$ cat config.mk
export PLATFORM = sky130hd
export DESIGN_NAME = mag_cmp_bla
export DESIGN_NICKNAME = d
export VERILOG_FILES = /design/src/rtl/mag_cmp_bla.sv
export SDC_FILE = /design/constraint.sdc
export NUM_CORES = 1
export LEC_CHECK = 0
export BUFFER_PORTS_ARGS = -buffer_cell sky130_fd_sc_hd__buf_2
export CAP_MARGIN = 20
export CELL_PAD_IN_SITES_DETAIL_PLACEMENT = 1
export CELL_PAD_IN_SITES_GLOBAL_PLACEMENT = 1
export CORE_ASPECT_RATIO = 0.75
export CORE_UTILIZATION = 30
export DETAILED_ROUTE_END_ITERATION = 10
export GPL_TIMING_DRIVEN = 0
export PLACE_DENSITY = 0.9
export SYNTH_ARGS = -nofsm -noshare
export SYNTH_HDL_FRONTEND = slang
export SYNTH_SLANG_ARGS = --single-unit
export TNS_END_PERCENT = 50
$ cat constraint.sdc
create_clock -name vclk -period 1.3
set_input_delay 0.065 -clock vclk [all_inputs]
set_output_delay 0.065 -clock vclk [all_outputs]
set_load 0.03 [all_outputs]
$ cat src/rtl/mag_cmp_bla.sv
module mag_cmp_bla #(
  parameter int WIDTH    = 12,
  parameter int GRP_W    = 2,
  parameter int EQ_GRP_W = 4
) (
  input  logic [WIDTH-1:0] a_in,
  input  logic [WIDTH-1:0] b_in,
  output logic             eq_o,
  output logic             gt_o,
  output logic             lt_o
);

  localparam int NGRP   = (WIDTH + GRP_W - 1) / GRP_W;
  localparam int PAD_W  = NGRP * GRP_W;
  localparam int NEQ    = (WIDTH + EQ_GRP_W - 1) / EQ_GRP_W;
  localparam int EQPAD  = NEQ * EQ_GRP_W;

  logic [PAD_W-1:0] a_pad, b_pad, bit_gen, bit_prop;
  logic [NGRP-1:0]  grp_gen, grp_prop;
  logic [EQPAD-1:0] a_eqp, b_eqp;
  logic [NEQ-1:0]   grp_diff;
  logic             borrow_out;

  assign a_pad    = PAD_W'(a_in);
  assign b_pad    = PAD_W'(b_in);
  assign bit_gen  = a_pad & ~b_pad;
  assign bit_prop = a_pad | ~b_pad;

  for (genvar k = 0; k < NGRP; k++) begin : g_grp
    always_comb begin
      logic gg, pp;
      gg = 1'b0;
      pp = 1'b1;
      for (int j = 0; j < GRP_W; j++) begin
        gg = bit_gen[k*GRP_W+j] | (bit_prop[k*GRP_W+j] & gg);
        pp = pp & bit_prop[k*GRP_W+j];
      end
      grp_gen[k]  = gg;
      grp_prop[k] = pp;
    end
  end

  always_comb begin
    logic term;
    borrow_out = 1'b0;
    for (int k = 0; k < NGRP; k++) begin
      term = grp_gen[k];
      for (int j = k + 1; j < NGRP; j++) term = term & grp_prop[j];
      borrow_out = borrow_out | term;
    end
  end

  assign a_eqp = EQPAD'(a_in);
  assign b_eqp = EQPAD'(b_in);

  for (genvar q = 0; q < NEQ; q++) begin : g_eq
    assign grp_diff[q] = |(a_eqp[q*EQ_GRP_W +: EQ_GRP_W] ^ b_eqp[q*EQ_GRP_W +: EQ_GRP_W]);
  end

  assign eq_o = ~|grp_diff;
  assign gt_o = borrow_out;
  assign lt_o = ~(eq_o | gt_o);

endmodule


# --- After elaboration in Yosys (flattened, before gate mapping) ---
# Cells that the tools add are included.
op_classes:
  n_reduce_logical: 2
  bitwise: 45
op_table:
  columns: ["op", "n"]
  rows:
  - ["$and 1x1->1", 26]
  - ["$and 12x12->12", 1]
  - ["$not 12->12", 1]
  - ["$or 1x1->1", 12]
  - ["$or 12x12->12", 1]
  - ["$reduce_or 12->1", 1]
  - ["$xor 4x4->4", 3]
  - ["$logic_not 1->1", 1]
  - ["$not 1->1", 1]
totals:
  word_cells: 47
  reg_bits: 0
  in_bits: 24
  out_inout_bits: 3

# --- Logic depth before layout (Yosys ltp) ---
# Gate-level depths: netlist of the first run.
logic_depth:
  ltp_word: 16
  mapped_depth: 6
  ltp_nobuf: 6

# --- Worst setup path before layout of the first run ---
# OpenSTA, ideal clock, no wires.
synth_timing:
  kind: "input port to output port"
  start: "in a_in[3]"
  end: "out lt_o"
  n_path_buf: 0
  t_arrival_ps: 1564
  cell_stages: 5
  t_required_ps: 1235
  setup_slack_ps: -329
  cell_sequence: "inv_1 > ha_1 > nand4_1 > nor3_1 > nor3_1"
synth_via:
  elab_cells_between_ends: 24
  classes_between: "bitwise: 22; reduce/logical: 2"
synth_lines:
  columns: ["item", "line_no", "source"]
  rows:
  - ["from (decl)", "6", "input logic [WIDTH-1:0] a_in,"]
  - ["$xor 4x4->4", "57", "assign grp_diff[q] = |(a_eqp[q*EQ_GRP_W +: EQ_GRP_W] ^ b_eqp[q*EQ_GRP_W +: EQ_GRP_W]);"]
  - ["$reduce_or 12->1", "60", "assign eq_o = ~|grp_diff;"]
  - ["$logic_not 1->1", "60", null]
  - ["via eq_o", "8", "output logic eq_o,"]
  - ["$or 1x1->1", "62", "assign lt_o = ~(eq_o | gt_o);"]
  - ["$not 1->1", "62", null]
  - ["to (decl)", "10", "output logic lt_o"]
# The timed path passes the listed nets, and every way through them passes these cells.

# --- Worst setup path after layout of the first run ---
layout_timing:
  start: "in a_in[6]"
  end: "out lt_o"
layout_via:
  elab_chain_len: 12
  elab_cells_between_ends: 26
  classes_between: "bitwise: 24; reduce/logical: 2"
layout_rtl:
  columns: ["item", "line_no", "source"]
  rows:
  - ["$or 12x12->12", "27", "assign bit_prop = a_pad | ~b_pad;"]
  - ["$and 1x1->1", "36", "pp = pp & bit_prop[k*GRP_W+j];"]
  - ["$and 1x1->1 (3 in series)", "48", "for (int j = k + 1; j < NGRP; j++) term = term & grp_prop[j];"]
  - ["$or 1x1->1 (5 in series)", "49", "borrow_out = borrow_out | term;"]
  - ["$or 1x1->1 *", "62", null]
  - ["$not 1->1 *", "62", null]
# Mark *: on every way between the ends. The rest lies on a longest branch, timed or not.

==> results_dict.tcl, run 1 <==
set metrics [dict create \
    area_delta_synth_final_pct 53.6 \
    setup_slack_ns -0.377 \
    worstPathArrival_ns 1.61 \
    seq_cells 0 \
    portBuffers 27 \
    cp-end-kind "output pin" \
    wl_per_cell_um 12.6 \
    ios 27 \
    synth.cell_area_um2 544 \
    nets 149 \
    hold_start "b_in[7]" \
    vias 571 \
    drt_first_pass_iters 2 \
    critPathLaunchType "input port" \
    drtIter0Drc 1 \
    yosysUniqueCellTypes 19 \
    post-synth-top-area-cell "ha_1" \
    rsz0062_at_grt "yes" \
    max-slew-margin-rel_pct 65.0 \
    synth_cells 73 \
    fmax_mhz 596 \
    timing.hold.ws_ns 0.715 \
    gr-total-overflow 0 \
    power_frac_clock_pct 0 \
    grt_max_degree 4 \
    power_density_nw_per_um2 310 \
    peakVddDrop_v 0.000117 \
    post-route-period-util_pct 129 \
    p_comb_share_pct 100.0 \
    status "finished, violations left" \
    p_sw_share_pct 50.4 \
    drive_gt1_share_pct 42.0 \
    ant_nets 0 \
    netlist_top_cells_area "ha_1, inv_1, nand4_1" \
    period_needed_ns 1.68 \
    path_class "input port to output pin" \
    die_x_um 51.2 \
    num_rows 12 \
    hold_violations 0 \
    max-cap-violations 0 \
    p_sw_w 0.000131 \
    critPathLaunch "a_in[6]" \
    synth_warnings 0 \
    post-place-ws_ns -0.563 \
    synth_top_area_share_pct 52.9 \
    gp_congestion 0.700 \
    ys_seq_area_share_pct 0 \
    fin_util_pct 52.5 \
    grt_pass1_wl_mm 2.64 \
    synth_nets 120 \
    core_area_um2 1590 \
    regArea_um2 0 \
    slew_viol_final 0 \
    tightest_slew_ns 0.519 \
    dp_hpwl_mm 1.44 \
    p_int_w 0.000129 \
    required_ns 1.24 \
    via_per_inst 4.72 \
    antenna_found_initial 0 \
    drc 0 \
    n_clock_buffer 0 \
    die-area_um2 1990 \
    hold_class "input port to output pin" \
    p_seq_share_pct 0 \
    crit_fanout 2 \
    setup_viol 2 \
    antenna_cells 0 \
    violations "setup timing" \
    total_power_w 0.000259 \
    synth_area_per_cell_um2 7.46 \
    cts_setup_buffers 0 \
    die_y_um 38.9 \
    routed_wl_mm 1.52 \
    initial_core_util_pct 34.2 \
    leakage_nw 0.479 \
    first_global_vias 649 \
    netlist_top_cells_count "inv_1, ha_1, a21oi_1, nand4_1, nor2b_1" \
    track_usage_pct 18.1 \
    yosysMostFrequentCell "inv_1" \
]
area by class of cell:
cell class	instances	area, um^2
Fill cell	207	756
Multi-Input combinational cell	47	519
Timing Repair Buffer	27	183
Inverter	26	108
Tap cell	21	26.3
logic make-up after synthesis:
logic type | synth area share, %
buffers and inverters | 17.9
adder cells (fa/ha/maj) | 52.9
AND/OR/NAND/NOR | 15.4
AO/OA/AOI/OAI | 13.8
what timing repair did:
item                       CTS  global route
resized for setup           15             1
setup endpoints to repair    2             2
pin swaps                    2             1
hold buffers                 0             0
hold endpoints to repair     0             0
routing by layer:
metal / GRT usage, % / vias up / share of wire [%]
met5: 0 / - / 0
met4: 6.25 / 0 / 2.1
met3: 2.35 / 6 / 3.9
met2: 39.5 / 19 / 55
met1: 17.6 / 261 / 38
li1: - / 285 / -
placed cells by master (no fill, tap or decap), types with 2 or more instances in the layout:
cell     count
a21oi_1      2
inv_1       23
ha_4         2
buf_2       20
nand4_1      3
ha_1        19
ha_2         2
buf_6        6
nor2b_1      3
through the flow:
stage	TNS (ns)	cells	instance area [um^2]
floorplan	-0.373	73	621
global placement	-1.05	121	782
detailed placement	-1.10	121	782
CTS	-0.817	121	836
global route	-0.839	121	836
finish	-0.750	121	836
worst max-delay path, cell delays in order:
cell and delay, ns:
buf_8 0.09, inv_8 0.03, ha_4 0.14, or4_4 0.53, or3_4 0.37, a211oi_4 0.20
nor3_4 0.06, buf_6 0.14
power groups by stage:
stage	sequential, W	clock (W)	combinational [W]
6_report	0	0	0.000259
3_3_place_gp	0	0	0.000214
5_1_grt	0	0	0.000292
4_1_cts	0	0	0.000261
2_1_floorplan	0	0	0.000138
3_5_place_dp	0	0	0.000232
final timing paths:
path | endpoint | depth (start not counted)
setup / recovery | lt_o | 8
hold / removal | eq_o | 5
Power figures use the tool's default switching activity.
==> inputs of run 2 (changes only) <==
- CORE_ASPECT_RATIO: 0.75 -> unset
- PLACE_DENSITY: 0.9 -> unset
- PLACE_DENSITY_LB_ADDON: unset -> 0.08
==> run 2 against run 1 <==
Compared with the run above:
- the flow still finishes with violations (setup timing)
- sequential share of layout area is the same
- clock-buffer cell count is the same
- core utilization shrank 3.7 points
- wire length shrank 20%
- hold slack lost 0.0090 ns
- highest routed layer is now met3
- fmax shrank 0.45%
- total power shrank 5.6%
==> results_dict.tcl, run 2 (same netlist as run 1, synthesis figures left out) <==
set metrics [dict create \
    status "finished, violations left" \
    violations "setup timing" \
    crit_fanout 2 \
    gp_congestion 0.694 \
    leakage_nw 0.481 \
    first_global_vias 519 \
    cp-end-kind "output pin" \
    layout.cells.non_filler 126 \
    power_density_nw_per_um2 294 \
    critPathLaunchType "input port" \
    period_needed_ns 1.68 \
    grt_max_degree 4 \
    hold_end "eq_o" \
    via_per_inst 4.47 \
    holdPathStages 5 \
    design_area_um2 833 \
    hold_class "input port to output pin" \
    final_common_cell "inv_1" \
    ios 27 \
    rsz0062_at_grt "yes" \
    peakVddDrop_v 0.000114 \
    fmax_mhz 594 \
    max-cap-violations 0 \
    slowest_stage "or4_4" \
    post-route-period-util_pct 130 \
    portBuffers 27 \
    required_ns 1.24 \
    postCtsHoldBufs 0 \
    path_cells "buf_2 -> ha_4 -> or4_4 -> or3_4 -> a211oi_4 -> nor3_4 -> buf_6" \
    die-area_um2 1990 \
    die_x_um 44.6 \
    hold_violations 0 \
    slew_viol_final 0 \
    fin_util_pct 48.8 \
    drt_first_pass_iters 2 \
    ant_nets 0 \
    seq_cells 0 \
    gr-total-overflow 0 \
    setup_viol 2 \
    antenna_cells 0 \
    wl_per_cell_um 9.63 \
    core_area_um2 1710 \
    regArea_um2 0 \
    antenna_found_initial 0 \
    vias 563 \
    dp_hpwl_mm 1.15 \
    n_clock_buffer 0 \
    post-place-ws_ns -0.572 \
    nets 150 \
    path_class "input port to output pin" \
    hold_start "b_in[7]" \
    critPathMaxStageDelay_ns 0.50 \
    die_y_um 44.6 \
    initial_core_util_pct 31.9 \
    dpl.cell_count 125 \
    setup_slack_ns -0.384 \
    area_delta_synth_final_pct 53.1 \
    max-slew-margin-rel_pct 69.5 \
    tightest_slew_ns 0.453 \
    fillCellCount 223 \
    drtIter0Drc 3 \
    num_rows 15 \
    drc 0 \
    placed_area_um2 787 \
    grt_pass1_wl_mm 1.92 \
    track_usage_pct 12.5 \
    routed_wl_mm 1.21 \
    drive_gt1_share_pct 41.6 \
    final_cell_mix "inv_1, buf_2, ha_1" \
    worstPathArrival_ns 1.62 \
]
-- run 2: stage by stage --
step,setup TNS [ns],total power [W],hold slack (ns)
5_1_grt,-0.836,0.000274,0.733
3_5_place_dp,-1.11,0.000225,0.762
3_3_place_gp,-1.09,0.000217,0.766
4_1_cts,-0.830,0.000251,0.711
2_1_floorplan,-0.373,0.000138,0.471
6_report,-0.752,0.000245,0.706
-- run 2: metal layers --
metal / vias up / track usage (%) / routed length (um)
met5: - / 0 / 0
met4: 0 / 0 / 0
met1: 258 / 13.6 / 496
met3: 0 / 0.816 / 50
li1: 291 / - / -
met2: 14 / 27.1 / 667
-- run 2: power breakdown --
group	internal [W]	switching [W]	total (W)
logic	0.000123	0.000121	0.000245
registers	0	0	0
clock network	0	0	0
total	0.000123	0.000121	0.000245
-- run 2: area by class of cell --
class | count | area (um^2) | share of cell area (%)
multi-input cells | 47 | 517 | 62.0
repair buffers | 28 | 178 | 21.3
inverters | 26 | 108 | 12.9
well taps | 25 | 31.3 | 3.75
-- run 2: critical path: cells and delay by family --
family,cells,cell delay (ns)
AO/OA/AOI/OAI,1,0.21
adder cells (fa/ha/maj),1,0.15
buffers and inverters,2,0.26
AND/OR/NAND/NOR,3,0.93
-- run 2: timing repair --
action	CTS	global route
buffers inserted	1	0
pin swaps	6	1
hold endpoints to repair	0	0
gates resized for setup	12	1
endpoints found under the setup margin	2	2
-- run 2: worst max path at each step --
stage,endpoint,start,slack (ns),cells past startpoint
finish,lt_o,b_in[6],-0.38,7
global route,lt_o,a_in[7],-0.42,8
CTS,lt_o,a_in[7],-0.44,8
detailed placement,gt_o,a_in[6],-0.57,8
global placement,gt_o,a_in[6],-0.56,8
floorplan,gt_o,a_in[6],-0.20,6
